[src/rtl/tune_pkg.sv]
package tune_pkg;

  typedef enum logic [2:0] {
    ST_IDLE,
    ST_CLEAR,
    ST_REQ,
    ST_EVAL,
    ST_FINISH
  } tuneState_t;

  // strobes from control to datapath
  typedef struct packed {
    logic sweepInit;  // start of sweep: reset trackers and index
    logic record;     // trial result valid this cycle
    logic stepIdx;    // move to next phase index
    logic commit;     // end of sweep: latch result
  } tuneStrobe_t;

endpackage

[src/rtl/tune_ctrl.sv]
module tune_ctrl
  import tune_pkg::*;
(
  input  logic        clk,
  input  logic        rst,
  input  logic        start,
  input  logic        trialDone,
  input  logic        bothEdges,
  input  logic        lastIdx,
  output tuneStrobe_t strobe,
  output logic        busy,
  output logic        sweeping,
  output logic        trialReq,
  output logic        intClr
);

  tuneState_t state, nextState;

  always_ff @(posedge clk) begin
    if (rst) state <= ST_IDLE;
    else     state <= nextState;
  end

  always_comb begin
    nextState = state;
    strobe    = '0;
    trialReq  = 1'b0;
    intClr    = 1'b0;
    unique case (state)
      ST_IDLE: begin
        if (start) begin
          strobe.sweepInit = 1'b1;
          nextState        = ST_CLEAR;
        end
      end
      ST_CLEAR: begin
        intClr    = 1'b1;
        nextState = ST_REQ;
      end
      ST_REQ: begin
        trialReq = 1'b1;
        if (trialDone) begin
          strobe.record = 1'b1;
          nextState     = ST_EVAL;
        end
      end
      ST_EVAL: begin
        if (bothEdges || lastIdx) begin
          nextState = ST_FINISH;
        end else begin
          strobe.stepIdx = 1'b1;
          nextState      = ST_CLEAR;
        end
      end
      ST_FINISH: begin
        intClr        = 1'b1;
        strobe.commit = 1'b1;
        nextState     = ST_IDLE;
      end
      default: nextState = ST_IDLE;
    endcase
  end

  assign busy     = (state != ST_IDLE);
  assign sweeping = (state == ST_CLEAR) || (state == ST_REQ) || (state == ST_EVAL);

endmodule

[src/rtl/tune_dp.sv]
module tune_dp
  import tune_pkg::*;
#(
  parameter  int NUM_PHASES = 8,
  localparam int PW         = $clog2(NUM_PHASES)
) (
  input  logic          clk,
  input  logic          rst,
  input  tuneStrobe_t   strobe,
  input  logic          sweeping,
  input  logic          trialErr,
  input  logic          edgeFound,
  output logic [PW-1:0] phaseSel,
  output logic          tuneErr,
  output logic          done,
  output logic          bothEdges,
  output logic          lastIdx
);

  localparam logic [PW-1:0] LAST_IDX = PW'(NUM_PHASES - 1);
  localparam logic [PW:0]   LAST_W   = (PW + 1)'(NUM_PHASES - 1);

  logic [PW-1:0] idx, raisePt, fallPt, tunedPhase, midPhase;
  logic          raiseOk, fallOk, prevBad, found, tuneErrQ, doneQ;
  logic          trialBad;
  logic [PW:0]   rSel, fSel, sumRF, midW;

  assign trialBad = trialErr | edgeFound;

  // centre of window, phases treated as circular
  always_comb begin
    rSel  = raiseOk ? {1'b0, raisePt} : '0;
    fSel  = fallOk  ? {1'b0, fallPt}  : LAST_W;
    sumRF = rSel + fSel;
    if (fSel >= rSel)        midW = sumRF >> 1;
    else if (sumRF > LAST_W) midW = fSel >> 1;
    else                     midW = (rSel + LAST_W) >> 1;
    midPhase = midW[PW-1:0];
  end

  always_ff @(posedge clk) begin
    if (rst) begin
      idx        <= '0;
      raisePt    <= '0;
      fallPt     <= '0;
      raiseOk    <= 1'b0;
      fallOk     <= 1'b0;
      prevBad    <= 1'b0;
      found      <= 1'b0;
      tunedPhase <= '0;
      tuneErrQ   <= 1'b0;
      doneQ      <= 1'b0;
    end else begin
      doneQ <= strobe.commit;
      if (strobe.sweepInit) begin
        idx      <= '0;
        raiseOk  <= 1'b0;
        fallOk   <= 1'b0;
        prevBad  <= 1'b0;
        found    <= 1'b0;
        tuneErrQ <= 1'b0;
      end
      if (strobe.record) begin
        if (idx != '0) begin
          if (trialBad && !prevBad) begin
            fallPt <= idx - PW'(1);
            fallOk <= 1'b1;
          end
          if (!trialBad && prevBad) begin
            raisePt <= idx;
            raiseOk <= 1'b1;
          end
        end
        prevBad <= trialBad;
        if (!trialBad) found <= 1'b1;
      end
      if (strobe.stepIdx) idx <= idx + PW'(1);
      if (strobe.commit) begin
        tuneErrQ <= !found;
        if (found) tunedPhase <= midPhase;
      end
    end
  end

  assign phaseSel  = sweeping ? idx : tunedPhase;
  assign tuneErr   = tuneErrQ;
  assign done      = doneQ;
  assign bothEdges = raiseOk & fallOk;
  assign lastIdx   = (idx == LAST_IDX);

endmodule

[src/rtl/sample_phase_tuner.sv]
module sample_phase_tuner
  import tune_pkg::*;
#(
  parameter int NUM_PHASES = 8,
  parameter int CLR_W      = 17
) (
  input  logic                          clk,
  input  logic                          rst,
  input  logic                          start,
  input  logic                          trialDone,
  input  logic                          trialErr,
  input  logic                          edgeFound,
  output logic                          busy,
  output logic                          done,
  output logic                          trialReq,
  output logic [$clog2(NUM_PHASES)-1:0] phaseSel,
  output logic                          tuneErr,
  output logic                          dllMode,
  output logic                          intClr,
  output logic [CLR_W-1:0]              intClrMask
);

  tuneStrobe_t strobe;
  logic        sweeping, bothEdges, lastIdx;

  tune_ctrl u_ctrl (
    .clk       (clk),
    .rst       (rst),
    .start     (start),
    .trialDone (trialDone),
    .bothEdges (bothEdges),
    .lastIdx   (lastIdx),
    .strobe    (strobe),
    .busy      (busy),
    .sweeping  (sweeping),
    .trialReq  (trialReq),
    .intClr    (intClr)
  );

  tune_dp #(.NUM_PHASES(NUM_PHASES)) u_dp (
    .clk       (clk),
    .rst       (rst),
    .strobe    (strobe),
    .sweeping  (sweeping),
    .trialErr  (trialErr),
    .edgeFound (edgeFound),
    .phaseSel  (phaseSel),
    .tuneErr   (tuneErr),
    .done      (done),
    .bothEdges (bothEdges),
    .lastIdx   (lastIdx)
  );

  assign dllMode    = !sweeping;
  assign intClrMask = {CLR_W{intClr}};

endmodule

[config.mk]
export PLATFORM = sky130hd
export DESIGN_NAME = sample_phase_tuner
export DESIGN_NICKNAME = d
export VERILOG_FILES = /design/src/rtl/tune_pkg.sv /design/src/rtl/tune_ctrl.sv /design/src/rtl/tune_dp.sv /design/src/rtl/sample_phase_tuner.sv
export SDC_FILE = /design/constraint.sdc
export NUM_CORES = 1
export LEC_CHECK = 0
export ABC_CLOCK_PERIOD_IN_PS = 3200
export BUFFER_PORTS_ARGS = -buffer_cell sky130_fd_sc_hd__buf_2
export CAP_MARGIN = 20
export CORE_ASPECT_RATIO = 0.8
export CORE_UTILIZATION = 55
export CTS_BUF_LIST = sky130_fd_sc_hd__clkbuf_2 sky130_fd_sc_hd__clkbuf_4 sky130_fd_sc_hd__clkbuf_8
export DETAILED_ROUTE_END_ITERATION = 6
export GPL_ROUTABILITY_DRIVEN = 1
export PLACE_DENSITY_LB_ADDON = 0.25
export RECOVER_POWER = 25
export SLEW_MARGIN = 5
export SYNTH_ARGS = -nofsm -noshare
export SYNTH_HDL_FRONTEND = slang
export SYNTH_HIERARCHICAL = 1
export SYNTH_SLANG_ARGS = --single-unit
[constraint.sdc]
create_clock -name clk -period 3.2 [get_ports clk]
set_clock_uncertainty 0.2 [all_clocks]
set_input_delay 0.48 -clock clk [delete_from_list [all_inputs] [get_ports clk]]
set_output_delay 0.48 -clock clk [all_outputs]
set_load 0.02 [all_outputs]
==> impl_metrics.ini <==
[run_status]
status = completed

[timing]
max_freq_mhz = 408
period_share_pct = 76.5
worstMarginPinSlew_ns = 0.698
setup_viol = 0
rsz0062_at_grt = false
worst_slack_ns = 0.751
hold_ws_ns = 0.286
drv_slew = 0
setup_tns_ns = 0
final.min_clock_period_ns = 2.45
maxSlewHeadroom_pct = 53.3
finalHoldViolCount = 0

[worst_setup_path]
slowest_stage = nor2_1
slowest_delay_ns = 0.54
cp_max_fo = 18
crit_arrival_ns = 1.77
endpoint_kind = primary output
crit_type = reg2out
critPathRequiredTime_ns = 2.52
cp_cell_sequence = xnor2_1 -> nor2_1 -> buf_2
cp-start-kind = register

[drt]
wl_met2_microns = 1220
drtAntennaViolNets = 0
wl_met3_microns = 78
via_count = 1094
firstDrtPassIters = 4
drt-total-wl_microns = 2620
viasPerCell = 5.23
m1WireLength_microns = 1320
highest_layer = met3
drt_iter0_drc = 24
avgRoutedWirePerCell_microns = 12.5
drc = 0

[place]
place_congestion = 0.798
portBuffers = 31
dp_hpwl_microns = 2110
post-place-ws_ns = 0.800
dp_cells = 205
place_area_sq_um = 1420

[final_layout]
fin_area_sq_um = 1450
multi_input_area_sq_um = 752
layout-drive-gt1-share_pct = 24.0
fin_cells = 209
num_antenna_cells = 0
syn2layout_area_growth_pct = 4.14
fillCellCount = 199
final_util_pct = 63.7
final_cell_mix = buf_2, dfxtp_1, nor2_1
final_common_cell = buf_2
fin_nets = 193
regArea_sq_um = 420

[power_and_ir_drop]
netSwitchingPower_mw = 0.177
vdd_drop_max_v = 0.000205
combPwrFrac_pct = 24.8
power_frac_seq_pct = 51.6
intPower_mw = 0.356
power_density_nw_per_um2 = 368
switching_share_pct = 33.2
report.power.total_mw = 0.533
p_leak_nw = 0.670
clock_power_share_pct = 23.5

[logic_synthesis]
synth_cell_type_count = 42
ys_seq_elements = 21
synth.top_cell.area_share_pct = 30.2
async_reset_ff_share_pct = 0
yosys_most_used_dff = dfxtp_1
synth_edf_count = 0
synthTopCellsByArea = dfxtp_1, buf_4, ha_1
netlist_instances = 162
avgSynthCellArea_sq_um = 8.58
syn_nets = 179
syn_area_sq_um = 1390
ys_seq_area_share_pct = 30.2
yosys_warnings = 6
yosysTopAreaCell = dfxtp_1

[global_route]
antenna_found_initial = 0
grt_max_degree = 23
grt_pass1_wl_microns = 4370
gr-usage-all-layers_pct = 21.6
first_global_vias = 976
overflow = 0

[floorplanning]
die_h_microns = 47.0
core_area_sq_um = 2270
rows = 15
io-pin-count = 32
start_util_pct = 61.2
dieArea_sq_um = 2730
die_w_microns = 58.2

[cts]
cts_tree = built
cts_hold_buffers = 0
cts_setup_buffers = 0
numCtsBuffers = 3
cts_num_sinks = 21
root_buffer = clkbuf_4
ctsHtreeMaxLevel = 1
clk-insertion-delay-late_ns = 0.30
cts.repair.resized = 0
cts.path.max_buffers = 2
cts.clk_slew.worst_paths_ns = 0.11

[worst_hold_path]
hp-class = reg2reg

[job]
max-cap-violations = 0
-- worst paths after layout --
check | start | endpoint | slack (ns) | cells past startpoint
min reg2reg | u_dp/fallPt[1] | u_dp/fallPt[1] | 0.29 | 2
max reg2reg | u_dp/fallOk | u_dp/tunedPhase[2] | 0.76 | 6
min | u_dp/fallPt[1] | u_dp/fallPt[1] | 0.29 | 2
max | u_ctrl/state[2] | intClrMask[5] | 0.75 | 3
-- power by group through the flow --
stage | clock [mW] | sequential [mW] | combinational [mW]
2_1_floorplan | 0 | 0.273 | 0.136
3_3_place_gp | 0 | 0.280 | 0.131
3_5_place_dp | 0 | 0.281 | 0.133
4_1_cts | 0.133 | 0.275 | 0.134
5_1_grt | 0.144 | 0.276 | 0.144
6_report | 0.126 | 0.275 | 0.132
-- cell usage after synthesis (all sizes together) (2+ instances only) --
cell type,number
ha,10
nor2,19
o311ai,2
nor3b,3
or3,5
and2,5
nand2b,5
xnor2,4
o211ai,2
mux2,3
mux2i,5
dfxtp,21
a211oi,4
nand2,6
buf,19
clkbuf,3
nor3,5
a21oi,10
a311oi,2
inv,14
-- cells by family after synthesis --
family | Yosys count | share of synthesized area (%)
buffers and inverters | 36 | 15.7
muxes | 8 | 6.03
AOI/OAI and AO/OA | 26 | 13.1
DFF | 21 | 30.2
xor gates and xnor gates | 5 | 3.15
and+or+nand+nor | 55 | 21.3
adders and majority gates | 11 | 10.4
-- critical path, delay by kind of cell, from the launching register on --
kind,cells,cell delay (ns)
DFF,1,0.52
xor gates and xnor gates,1,0.12
and+or+nand+nor,1,0.54
buffers and inverters,1,0.29
-- per-layer routing --
metal | vias up | GRT usage [%]
met5 | - | 0
met4 | 0 | 2.38
met3 | 0 | 5.23
met2 | 22 | 36.6
met1 | 507 | 29.5
li1 | 565 | -
-- state kept, by name, summed over array words and instances (netlist names) --
register	cells
u_dp/tuneErr	1
u_dp/raisePt	3
u_dp/tunedPhase	3
u_ctrl/state	3
u_dp/prevBad	1
u_dp/idx	3
u_dp/fallPt	3
u_dp/found	1
u_dp/done	1
u_dp/raiseOk	1
u_dp/fallOk	1
-- cell type report --
class	count	area share, %
multi-input combinational	105	51.9
sequential	21	29.0
timing repair buffer	31	10.5
inverter	14	3.63
tap	34	2.94
clock buffer	3	1.56
clock inverter	1	0.346
Note: power is estimated with default switching activity, not from simulation.
